==> src/rtl/gptimer_pkg.sv <==
package gptimer_pkg;

    // Control word bit positions (decoded by firmware, kept fixed)
    localparam int CTRL_IEN_BIT = 8;
    localparam int CTRL_RUN_BIT = 5;
    localparam int CTRL_OS_BIT  = 4;
    localparam int PSC_W        = 4;

    // Word select inside a channel window, taken from address bits 3:2
    typedef enum logic [1:0] {
        RS_CTRL  = 2'd0,
        RS_FLAG  = 2'd1,
        RS_LOAD  = 2'd2,
        RS_COUNT = 2'd3
    } reg_sel_e;

    typedef struct packed {
        logic             ien;
        logic             run;
        logic             oneshot;
        logic [PSC_W-1:0] psc;
    } ctrl_t;

endpackage

==> src/rtl/gptimer_prescaler.sv <==
module gptimer_prescaler
    import gptimer_pkg::*;
#(
    parameter int MAX_SHIFT = 8
) (
    input  logic             clk,
    input  logic             rst_n,
    input  logic             run,
    input  logic             clear,
    input  logic [PSC_W-1:0] psc,
    output logic             tick
);

    localparam int DIV_W = (MAX_SHIFT > 0) ? MAX_SHIFT : 1;

    logic [DIV_W-1:0] div_d, div_q;
    logic [DIV_W-1:0] mask;
    int               shift;

    // Reserved codes above MAX_SHIFT clamp to the slowest ratio
    always_comb begin
        shift = (int'(psc) > MAX_SHIFT) ? MAX_SHIFT : int'(psc);
        for (int b = 0; b < DIV_W; b++) begin
            mask[b] = (b < shift);
        end
    end

    assign tick = run && ((div_q & mask) == mask);

    always_comb begin
        div_d = div_q;
        if (clear) begin
            div_d = '0;
        end else if (run) begin
            div_d = div_q + DIV_W'(1);
        end
    end

    always_ff @(posedge clk or negedge rst_n) begin
        if (!rst_n) begin
            div_q <= '0;
        end else begin
            div_q <= div_d;
        end
    end

endmodule

==> src/rtl/gptimer_regdec.sv <==
module gptimer_regdec
    import gptimer_pkg::*;
#(
    parameter int NCH = 2,
    parameter int AW  = 9
) (
    input  logic [AW-1:0]   addr,
    output logic            hit,
    output logic [((NCH > 1) ? $clog2(NCH) : 1)-1:0] ch,
    output reg_sel_e        rsel
);

    localparam int CH_W = (NCH > 1) ? $clog2(NCH) : 1;

    logic [31:0] page;

    always_comb begin
        page = 32'(addr[AW-1:7]);
        hit  = (page >= 32'd1) && (page <= 32'(NCH))
            && (addr[6:4] == 3'b000) && (addr[1:0] == 2'b00);
        ch   = CH_W'(page - 32'd1);
        rsel = reg_sel_e'(addr[3:2]);
    end

endmodule

==> src/rtl/gptimer_channel.sv <==
module gptimer_channel
    import gptimer_pkg::*;
#(
    parameter int DW        = 16,
    parameter int MAX_SHIFT = 8
) (
    input  logic          clk,
    input  logic          rst_n,
    input  logic          wr_ctrl,
    input  logic          wr_flag,
    input  logic          wr_load,
    input  logic [DW-1:0] wdata,
    input  reg_sel_e      rsel,
    output logic [DW-1:0] rdata,
    output logic          irq,
    output logic          tick_o,
    output logic          expire_o,
    output logic          start_o,
    output logic          run_o,
    output logic          os_o,
    output logic          flag_o,
    output logic [DW-1:0] cnt_o
);

    typedef struct packed {
        ctrl_t         ctrl;
        logic [DW-1:0] load;
        logic [DW-1:0] cnt;
        logic          flag;
    } chan_st_t;

    chan_st_t st_d, st_q;
    logic     tick;
    logic     start;
    logic     expire;

    gptimer_prescaler #(
        .MAX_SHIFT (MAX_SHIFT)
    ) u_psc (
        .clk   (clk),
        .rst_n (rst_n),
        .run   (st_q.ctrl.run),
        .clear (start),
        .psc   (st_q.ctrl.psc),
        .tick  (tick)
    );

    always_comb begin
        st_d   = st_q;
        start  = 1'b0;
        expire = 1'b0;

        if (wr_ctrl) begin
            st_d.ctrl.ien     = wdata[CTRL_IEN_BIT];
            st_d.ctrl.run     = wdata[CTRL_RUN_BIT];
            st_d.ctrl.oneshot = wdata[CTRL_OS_BIT];
            st_d.ctrl.psc     = wdata[PSC_W-1:0];
            start             = wdata[CTRL_RUN_BIT] && !st_q.ctrl.run;
        end

        if (wr_load) begin
            st_d.load = wdata;
        end

        if (wr_flag && wdata[0]) begin
            st_d.flag = 1'b0;
        end

        if (start) begin
            st_d.cnt = '0;
        end else if (tick) begin
            if (st_q.cnt == st_q.load) begin
                expire    = 1'b1;
                st_d.cnt  = '0;
                st_d.flag = 1'b1;
                if (st_q.ctrl.oneshot) begin
                    st_d.ctrl.run = 1'b0;
                end
            end else begin
                st_d.cnt = st_q.cnt + DW'(1);
            end
        end
    end

    always_ff @(posedge clk or negedge rst_n) begin
        if (!rst_n) begin
            st_q <= '0;
        end else begin
            st_q <= st_d;
        end
    end

    always_comb begin
        rdata = '0;
        unique case (rsel)
            RS_CTRL: begin
                rdata[CTRL_IEN_BIT] = st_q.ctrl.ien;
                rdata[CTRL_RUN_BIT] = st_q.ctrl.run;
                rdata[CTRL_OS_BIT]  = st_q.ctrl.oneshot;
                rdata[PSC_W-1:0]    = st_q.ctrl.psc;
            end
            RS_FLAG:  rdata[0] = st_q.flag;
            RS_LOAD:  rdata    = st_q.load;
            RS_COUNT: rdata    = st_q.cnt;
            default:  rdata    = '0;
        endcase
    end

    assign irq      = st_q.flag && st_q.ctrl.ien;
    assign tick_o   = tick;
    assign expire_o = expire;
    assign start_o  = start;
    assign run_o    = st_q.ctrl.run;
    assign os_o     = st_q.ctrl.oneshot;
    assign flag_o   = st_q.flag;
    assign cnt_o    = st_q.cnt;

endmodule

==> src/rtl/gptimer.sv <==
module gptimer
    import gptimer_pkg::*;
#(
    parameter int NCH       = 2,
    parameter int AW        = 9,
    parameter int DW        = 16,
    parameter int MAX_SHIFT = 8
) (
    input  logic           clk,
    input  logic           rst_n,
    input  logic           bus_sel,
    input  logic           bus_wr,
    input  logic [AW-1:0]  bus_addr,
    input  logic [DW-1:0]  bus_wdata,
    output logic [DW-1:0]  bus_rdata,
    output logic [NCH-1:0] irq
);

    localparam int CH_W = (NCH > 1) ? $clog2(NCH) : 1;

    logic                    hit;
    logic [CH_W-1:0]         ch_idx;
    reg_sel_e                rsel;
    logic [NCH-1:0][DW-1:0]  ch_rdata;
    logic [NCH-1:0][DW-1:0]  ch_cnt;
    logic [NCH-1:0]          ch_tick;
    logic [NCH-1:0]          ch_expire;
    logic [NCH-1:0]          ch_start;
    logic [NCH-1:0]          ch_run;
    logic [NCH-1:0]          ch_os;
    logic [NCH-1:0]          ch_flag;

    gptimer_regdec #(
        .NCH (NCH),
        .AW  (AW)
    ) u_dec (
        .addr (bus_addr),
        .hit  (hit),
        .ch   (ch_idx),
        .rsel (rsel)
    );

    for (genvar i = 0; i < NCH; i++) begin : g_ch
        logic go;
        assign go = bus_sel && bus_wr && hit && (ch_idx == CH_W'(i));

        gptimer_channel #(
            .DW        (DW),
            .MAX_SHIFT (MAX_SHIFT)
        ) u_chan (
            .clk      (clk),
            .rst_n    (rst_n),
            .wr_ctrl  (go && (rsel == RS_CTRL)),
            .wr_flag  (go && (rsel == RS_FLAG)),
            .wr_load  (go && (rsel == RS_LOAD)),
            .wdata    (bus_wdata),
            .rsel     (rsel),
            .rdata    (ch_rdata[i]),
            .irq      (irq[i]),
            .tick_o   (ch_tick[i]),
            .expire_o (ch_expire[i]),
            .start_o  (ch_start[i]),
            .run_o    (ch_run[i]),
            .os_o     (ch_os[i]),
            .flag_o   (ch_flag[i]),
            .cnt_o    (ch_cnt[i])
        );
    end

    always_comb begin
        bus_rdata = '0;
        for (int i = 0; i < NCH; i++) begin
            if (hit && (ch_idx == CH_W'(i))) begin
                bus_rdata = ch_rdata[i];
            end
        end
    end

endmodule

==> config.mk <==
export PLATFORM = sky130hd
export DESIGN_NAME = gptimer
export DESIGN_NICKNAME = d
export VERILOG_FILES = /design/src/rtl/gptimer_pkg.sv /design/src/rtl/gptimer_prescaler.sv /design/src/rtl/gptimer_regdec.sv /design/src/rtl/gptimer_channel.sv /design/src/rtl/gptimer.sv
export SDC_FILE = /design/constraint.sdc
export NUM_CORES = 1
export LEC_CHECK = 0
export BUFFER_PORTS_ARGS = -buffer_cell sky130_fd_sc_hd__buf_2
export CAP_MARGIN = 10
export CORE_MARGIN = 3
export CORE_UTILIZATION = 60
export CTS_CLUSTER_SIZE = 16
export DETAILED_ROUTE_END_ITERATION = 8
export GPL_ROUTABILITY_DRIVEN = 0
export PLACE_DENSITY = 0.79
export SLEW_MARGIN = 20
export SYNTH_ARGS = -nofsm -noshare
export SYNTH_HDL_FRONTEND = slang
export SYNTH_HIERARCHICAL = 1
export SYNTH_SLANG_ARGS = --single-unit
==> constraint.sdc <==
create_clock -name clk -period 3.1 [get_ports clk]
set_input_delay 0.465 -clock clk [delete_from_list [all_inputs] [get_ports clk]]
set_output_delay 0.465 -clock clk [all_outputs]
set_load 0.005 [all_outputs]
==> flow_metrics.py, run 1 <==
metrics = {
    "outcome": {
        "status": "finished, final reports clean",
    },
    "power_and_ir_drop": {
        "internal-power_uw": 2040,
        "ir_drop_v": 0.000279,
        "power_switching_uw": 934,
        "p_comb_frac": 0.178,
        "sequentialPowerShare": 0.519,
        "pwr-share-clk": 0.304,
        "power_density_nw_per_um2": 450,
        "leakage_uw": 0.00305,
        "p_sw_frac": 0.314,
    },
    "routing": {
        "totalWireLength_um": 14200,
        "wire_per_inst_um": 18.3,
        "drtPass1Iterations": 4,
        "vias_per_cell": 6.12,
        "num_vias": 4736,
        "drc": 0,
        "drtIter0Drc": 302,
        "final_antenna_net_count": 0,
    },
    "final_layout": {
        "stdcell_count": 774,
        "fillers": 738,
        "stdcell_area_um2": 6610,
        "area_growth_syn_to_layout_pct": 7.60,
        "drive_above_1_share": 0.261,
        "num_antenna_cells": 0,
        "fin_util": 0.670,
        "nets": 669,
    },
    "critical_path": {
        "crit_chain": "buf_2, or4_4, nor3_4, nand2b_1, nor4_1, nand2_2, nor2_4, o21ai_4, or4_1, a21oi_1",
        "cp.required_ns": 3.40,
        "cp-start-kind": "primary input",
        "critPathKind": "primary input to register",
        "worstSetupEndpointType": "register",
        "arrival_ns": 3.00,
        "crit_slowest_cell": "or4_4",
        "worst-path-max-fanout": 4,
        "crit_path_max_incr_delay_ns": 0.53,
    },
    "clock_network": {
        "holdBufCountCts": 0,
        "cts_setup_buffers": 0,
        "clock_sinks": 96,
        "cts_htree_levels": 3,
        "cts-resized-gates": 0,
        "clock_latency_ns": 0.38,
        "cts_made_buffers": 9,
        "cts_buffer_depth": 2,
        "clk_pin_slew_worst_paths_ns": 0.10,
        "cts_tree": "built",
        "clockRootBuffer": "clkbuf_8",
    },
    "global_routing": {
        "grt.total_usage": 0.261,
        "antenna_found_initial": 0,
        "first_global_vias": 4719,
        "grt_pass1_wl_um": 23400,
        "grt_max_degree": 50,
        "grt-ovfl-total": 0,
    },
    "die": {
        "core_um2": 9860,
        "die-area_um2": 11500,
        "rows": 36,
        "io_pins": 47,
        "initial_utilization": 0.622,
        "chipHeight_um": 107,
        "fp.dieW_um": 107,
    },
    "timing": {
        "setup-violations-final": 0,
        "fmax_mhz": 371,
        "tightest_slew_ns": 0.659,
        "post-route-period-util": 0.869,
        "hold_violations": 0,
        "worst_slack_ns": 0.407,
        "min_period_ns": 2.69,
        "slew-limit-headroom": 0.561,
        "fin_worst_skew_ns": 0.0160,
        "setup_tns_ns": 0,
        "rsz0062_at_grt": "false",
        "slew_violations": 0,
    },
    "placement": {
        "dp_slack_ns": 0.0403,
        "portBuffers": 46,
        "placed_cells": 758,
        "dpl.hpwl_um": 10200,
        "dpl_cell_area_um2": 6390,
    },
    "logic_synthesis": {
        "syn_nets": 643,
        "syn-instance-count": 610,
        "yosys_warnings": 6,
        "syn_avg_cell_area_um2": 10.1,
        "netlist_area_um2": 6140,
    },
    "run": {
        "drv_cap": 0,
    },
    "hold_path": {
        "min_path_type": "primary input to async pin",
    },
}
==> registers in the layout (all words and copies together), names as in the netlist <==
register                 flops
g_ch.u_chan/cnt_o           32
g_ch.u_chan/flag_o           2
g_ch.u_chan/run_o            2
g_ch.u_chan/u_psc/div_q     16
g_ch.u_chan/st_q            42
g_ch.u_chan/os_o             2
==> metrics by stage <==
step / total power, uW / hold slack, ns
finish: 2970 / 0.104
global route: 3120 / 0.140
CTS: 2990 / 0.129
detailed placement: 2080 / 0.485
global placement: 2050 / 0.484
floorplan: 1900 / 0.169
==> power by group through the flow <==
stage	Sequential (uW)	Combinational, uW	Clock [uW]
global placement	1560	499	0
finish	1540	528	903
CTS	1540	528	921
detailed placement	1560	526	0
floorplan	1510	391	0
global route	1560	595	968
==> cell type report <==
type                            instances  area (um^2)  area share
Inverter                                7         26.3     0.00398
Timing Repair Buffer                   60          338      0.0511
Multi-Input combinational cell        462         3460       0.524
Clock buffer                           10          128      0.0193
Clock inverter                          6         83.8      0.0127
Tap cell                              133          166      0.0252
Sequential cell                        96         2400       0.364
==> critical path, delay by kind of cell <==
kind / cells / cell delay, ns
simple gates: 7 / 2.19
compound gates: 2 / 0.22
buf+inv: 1 / 0.10
==> layout by cell type (no fill, tap or decap), types with 15 or more instances in the layout <==
master	instances
buf_2	45
xor2_1	38
mux2_2	56
mux2i_1	50
nand2_1	35
buf_4	15
nor4_1	33
nand3_1	32
nor2b_1	36
o21ai_0	18
dfrtp_1	96
nor2_1	50
==> layer usage <==
metal  wire (um)  global-route usage
met5           0                   0
met1        6350               0.348
met4         310               0.100
met3         723              0.0433
met2        6820               0.428
==> path summary, 6_finish.rpt <==
path | start | to | slack [ns] | cells after the start
setup / recovery | bus_addr[5] | g_ch[0].u_chan/u_psc/div_q[7] | 0.41 | 10
hold / removal | rst_n | g_ch[0].u_chan/st_q[29] | 0.10 | 1
setup reg to reg | g_ch[1].u_chan/st_q[35] | g_ch[1].u_chan/run_o | 0.97 | 6
hold reg to reg | g_ch[0].u_chan/flag_o | g_ch[0].u_chan/flag_o | 0.50 | 1
max in group asynchronous | rst_n | g_ch[1].u_chan/st_q[35] | 2.18 | 2
min in group clk | bus_wdata[9] | g_ch[0].u_chan/st_q[26] | 0.35 | 2
Note: power is estimated with default switching activity, not from simulation.
==> run 2: changes to the inputs <==
==> constraint.sdc (replaced) <==
create_clock -name clk -period 3.1 [get_ports clk]
set_input_delay 0.62 -clock clk [delete_from_list [all_inputs] [get_ports clk]]
set_output_delay 0.62 -clock clk [all_outputs]
set_load 0.005 [all_outputs]
==> flow_metrics.py, run 2 (synthesis gave the netlist of run 1 again) <==
metrics = {
    "outcome": {
        "status": "finished, final reports clean",
    },
    "clock_network": {
        "cts_htree_levels": 3,
        "cts_made_buffers": 9,
        "cts_tree": "built",
        "clock_sinks": 96,
        "clk_pin_slew_worst_paths_ns": 0.09,
        "clock_latency_ns": 0.37,
        "holdBufCountCts": 0,
        "cts-resized-gates": 0,
        "clockRootBuffer": "clkbuf_8",
        "cts_setup_buffers": 0,
        "cts_buffer_depth": 2,
    },
    "timing": {
        "fmax_mhz": 367,
        "rsz0062_at_grt": "false",
        "slew-limit-headroom": 0.563,
        "fin_worst_skew_ns": 0.0128,
        "slew_violations": 0,
        "min_period_ns": 2.72,
        "tightest_slew_ns": 0.656,
        "hold_violations": 0,
        "worst_slack_ns": 0.377,
        "setup_tns_ns": 0,
        "setup-violations-final": 0,
        "post-route-period-util": 0.878,
    },
    "critical_path": {
        "arrival_ns": 3.01,
        "crit_path_max_incr_delay_ns": 0.54,
        "path_delay_family": "simple AND/OR/NAND/NOR gates",
        "crit_buf_inv": 2,
        "crit_chain": "buf_2, or4_4, nor3_4, buf_4, nand2_4, nor4_2, nand2_4, nor2_4, o21ai_4, or4_1, a21oi_1",
        "critPathKind": "primary input to register",
        "crit_slowest_cell": "or4_4",
        "cp.required_ns": 3.39,
        "cp-start-kind": "primary input",
        "worst-path-max-fanout": 17,
        "worst_path_most_repeated_cell": "nand2_4",
        "worstSetupEndpointType": "register",
    },
    "die": {
        "core_um2": 9860,
        "die-area_um2": 11500,
        "chipHeight_um": 107,
        "initial_utilization": 0.622,
        "io_pins": 47,
        "rows": 36,
        "fp.dieW_um": 107,
    },
    "final_layout": {
        "regMostFlops": "g_ch.u_chan/st_q",
        "largest_register_ffs": 42,
        "nets": 670,
        "stdcell_count": 771,
        "drive_above_1_share": 0.257,
        "layout_common_cells": "dfrtp_1 (96), mux2_2 (56), mux2i_1 (50), nor2_1 (50), buf_2 (45)",
        "area_growth_syn_to_layout_pct": 7.34,
        "final_common_cell": "dfrtp_1",
        "num_antenna_cells": 0,
        "fin_util": 0.668,
    },
    "routing": {
        "drtPass1Iterations": 6,
        "drc": 0,
        "final_antenna_net_count": 0,
        "vias_per_cell": 6.15,
        "drtIter0Drc": 283,
        "totalWireLength_um": 14000,
        "num_vias": 4745,
        "wire_per_inst_um": 18.2,
    },
    "power_and_ir_drop": {
        "p_sw_frac": 0.316,
        "p_comb_frac": 0.187,
        "power_switching_uw": 895,
        "sequentialPowerShare": 0.544,
        "power_density_nw_per_um2": 430,
        "design_power_total_uw": 2840,
        "pwr-share-clk": 0.269,
        "internal-power_uw": 1940,
        "leakage_uw": 0.00304,
        "ir_drop_v": 0.000297,
    },
    "global_routing": {
        "grt_pass1_wl_um": 22900,
        "grt_max_degree": 51,
        "antenna_found_initial": 0,
        "grt-ovfl-total": 0,
        "first_global_vias": 4653,
        "grt.total_usage": 0.252,
    },
    "run": {
        "drv_cap": 0,
    },
    "placement": {
        "placed_cells": 759,
        "dpl.hpwl_um": 10200,
        "portBuffers": 46,
        "dp_slack_ns": 0.0124,
    },
    "hold_path": {
        "min_path_type": "primary input to async pin",
    },
}
run 2: changes by cell type in the layout (fill, tap and decap cells not counted), sizes merged:
cell    before  now
bufinv       2    1
buf         60   61
clkinv       4    1
run 2: area by class of cell:
type | count | area, um^2
tap | 133 | 166
fill | 766 | 3270
multi-input combinational | 462 | 3470
timing repair buffer | 61 | 358
clock buffer | 10 | 128
inverter | 7 | 26.3
clock inverter | 2 | 35.0
sequential | 96 | 2400
run 2: layer usage:
metal / track usage / wire length [um] / vias up
met1: 0.338 / 6290 / 2356
met5: 0 / 0 / -
li1: - / - / 2235
met3: 0.0427 / 686 / 22
met4: 0.0913 / 242 / 0
met2: 0.413 / 6780 / 132
run 2: stage by stage:
step	hold WS [ns]	cell area [um^2]
detailed placement	0.499	6430
CTS	0.285	6590
finish	0.269	6590
global route	0.304	6590
global placement	0.487	6430
floorplan	0.324	6230
run 2: path summary, 6_finish.rpt:
| kind | start | slack, ns | to | cells past startpoint |
|---|---|---|---|---|
| setup / recovery | bus_addr[5] | 0.38 | g_ch[1].u_chan/u_psc/div_q[7] | 11 |
| hold / removal | rst_n | 0.27 | g_ch[1].u_chan/st_q[30] | 1 |
| setup reg to reg | g_ch[1].u_chan/run_o | 0.90 | g_ch[1].u_chan/run_o | 5 |
| hold reg to reg | g_ch[1].u_chan/flag_o | 0.51 | g_ch[1].u_chan/flag_o | 1 |
| max in group asynchronous | rst_n | 2.15 | g_ch[0].u_chan/u_psc/div_q[3] | 2 |
| min in group clk | bus_wdata[12] | 0.51 | g_ch[1].u_chan/st_q[29] | 2 |
run 2: worst register-to-register path: cells and delay by family, from the launching register on:
kind	cells	cell delay, ns
flops	1	0.71
compound gates	3	0.79
simple gates	1	0.36
buf+inv	1	0.20
run 2: power groups by stage:
stage	registers (uW)	clock network [uW]	logic, uW
after CTS	1540	783	528
final	1540	763	529
after global placement	1560	0	499
after detailed placement	1560	0	525
after floorplan	1510	0	391
after global routing	1560	834	589
==> run 3: changes to the inputs <==
- CTS_CLUSTER_SIZE: 16 -> 28
- REMOVE_ABC_BUFFERS: default -> 1
==> flow_metrics.py, run 3 (synthesis gave the netlist of run 1 again) <==
metrics = {
    "die": {
        "fp.dieW_um": 107,
        "chipHeight_um": 107,
        "initial_utilization": 0.622,
        "die-area_um2": 11500,
        "core_um2": 9860,
        "rows": 36,
        "io_pins": 47,
    },
    "routing": {
        "num_vias": 4717,
        "drtPass1Iterations": 5,
        "final_antenna_net_count": 0,
        "vias_per_cell": 6.07,
        "totalWireLength_um": 13900,
        "drc": 0,
        "drtIter0Drc": 240,
        "wire_per_inst_um": 17.9,
    },
    "timing": {
        "setup-violations-final": 0,
        "rsz0062_at_grt": "false",
        "min_period_ns": 2.76,
        "slew-limit-headroom": 0.510,
        "setup_tns_ns": 0,
        "fmax_mhz": 362,
        "tightest_slew_ns": 0.735,
        "fin_worst_skew_ns": 0.00779,
        "hold_violations": 0,
        "slew_violations": 0,
        "post-route-period-util": 0.890,
    },
    "clock_network": {
        "cts_setup_buffers": 0,
        "cts_htree_levels": 3,
        "clock_sinks": 96,
        "clockRootBuffer": "clkbuf_8",
        "clock_latency_ns": 0.36,
        "cts_buffer_depth": 2,
        "cts_made_buffers": 9,
        "cts-resized-gates": 0,
        "clk_pin_slew_worst_paths_ns": 0.09,
        "cts_tree": "built",
        "holdBufCountCts": 0,
    },
    "power_and_ir_drop": {
        "p_comb_frac": 0.188,
        "ir_drop_v": 0.000244,
        "p_sw_frac": 0.322,
        "power_density_nw_per_um2": 428,
        "leakage_uw": 0.00303,
        "sequentialPowerShare": 0.549,
        "internal-power_uw": 1900,
        "pwr-share-clk": 0.263,
        "power_switching_uw": 902,
        "design_power_total_uw": 2800,
    },
    "global_routing": {
        "grt_max_degree": 55,
        "first_global_vias": 4650,
        "grt.total_usage": 0.255,
        "antenna_found_initial": 0,
        "grt_pass1_wl_um": 23200,
        "grt-ovfl-total": 0,
    },
    "final_layout": {
        "stdcell_area_um2": 6550,
        "area_growth_syn_to_layout_pct": 6.62,
        "nets": 671,
        "drive_above_1_share": 0.249,
        "final_common_cell": "dfrtp_1",
        "regMostFlops": "g_ch.u_chan/st_q",
        "fillers": 763,
        "largest_register_ffs": 42,
        "layout_common_cells": "dfrtp_1 (96), mux2_2 (56), nor2_1 (52)",
    },
    "critical_path": {
        "worstSetupEndpointType": "output pin",
        "critPathKind": "primary input to output pin",
        "worst-path-max-fanout": 22,
        "cp.required_ns": 2.48,
        "arrival_ns": 2.14,
        "cp-start-kind": "primary input",
    },
    "placement": {
        "dpl.hpwl_um": 10000,
        "portBuffers": 46,
        "dpl_cell_area_um2": 6380,
    },
    "run": {
        "drv_cap": 0,
    },
    "outcome": {
        "status": "finished, final reports clean",
    },
    "hold_path": {
        "min_path_type": "primary input to async pin",
    },
}
run 3: cell count changes in the layout (fill, tap and decap cells not counted), sizes merged:
| cell | previous run | this run |
|---|---|---|
| diode | 0 | 1 |
| clkbuf | 10 | 13 |
| clkinvlp | 0 | 1 |
| bufinv | 1 | 0 |
| clkinv | 1 | 2 |
| buf | 61 | 62 |
run 3: area by class of cell:
type | count | area (um^2) | area share
Sequential cell | 96 | 2400 | 0.367
Inverter | 7 | 26.3 | 0.00401
Antenna cell | 1 | 2.50 | 0.000382
Clock inverter | 3 | 17.5 | 0.00268
Timing Repair Buffer | 62 | 365 | 0.0558
Clock buffer | 13 | 149 | 0.0227
Tap cell | 133 | 166 | 0.0254
Multi-Input combinational cell | 462 | 3420 | 0.522
run 3: metal layers:
layer / part of all wire / GRT usage / vias to the layer above
li1: - / - / 2244
met1: 0.46 / 0.356 / 2298
met2: 0.47 / 0.404 / 158
met3: 0.056 / 0.0427 / 17
met4: 0.012 / 0.0831 / 0
met5: 0 / 0 / -
run 3: through the flow:
stage / std cells / utilization / hold WS [ns] / setup slack, ns
floorplan: 565 / - / 0.324 / -2.54
global placement: 760 / 0.646 / 0.488 / 0.100
detailed placement: 760 / 0.646 / 0.502 / 0.0288
CTS: 776 / 0.663 / 0.321 / 0.367
global route: 776 / 0.663 / 0.332 / 0.182
finish: 777 / 0.664 / 0.294 / 0.341
run 3: critical path: stages:
cell,delay (ns)
buf_2,0.44
buf_4,0.35
mux2i_1,0.27
nor2b_1,0.08
mux2i_1,0.17
nor2b_1,0.07
buf_2,0.13
run 3: worst paths after layout:
check,depth (start not counted),slack (ns),to,start
worst max-delay path,7,0.34,bus_rdata[13],bus_addr[2]
worst min-delay path,1,0.29,g_ch[0].u_chan/u_psc/div_q[6],rst_n
worst max register to register,6,1.02,g_ch[0].u_chan/run_o,g_ch[0].u_chan/st_q[35]
worst min register to register,1,0.52,g_ch[0].u_chan/flag_o,g_ch[0].u_chan/flag_o
max in group asynchronous,2,2.11,g_ch[1].u_chan/cnt_o[1],rst_n
min in group clk,2,0.51,g_ch[0].u_chan/st_q[31],bus_wdata[14]
run 3: power by group through the flow:
| stage | registers (uW) | clock network (uW) | logic, uW |
|---|---|---|---|
| 2_1_floorplan | 1510 | 0 | 363 |
| 3_3_place_gp | 1550 | 0 | 495 |
| 3_5_place_dp | 1560 | 0 | 521 |
| 4_1_cts | 1530 | 761 | 525 |
| 5_1_grt | 1560 | 813 | 588 |
| 6_report | 1540 | 736 | 527 |
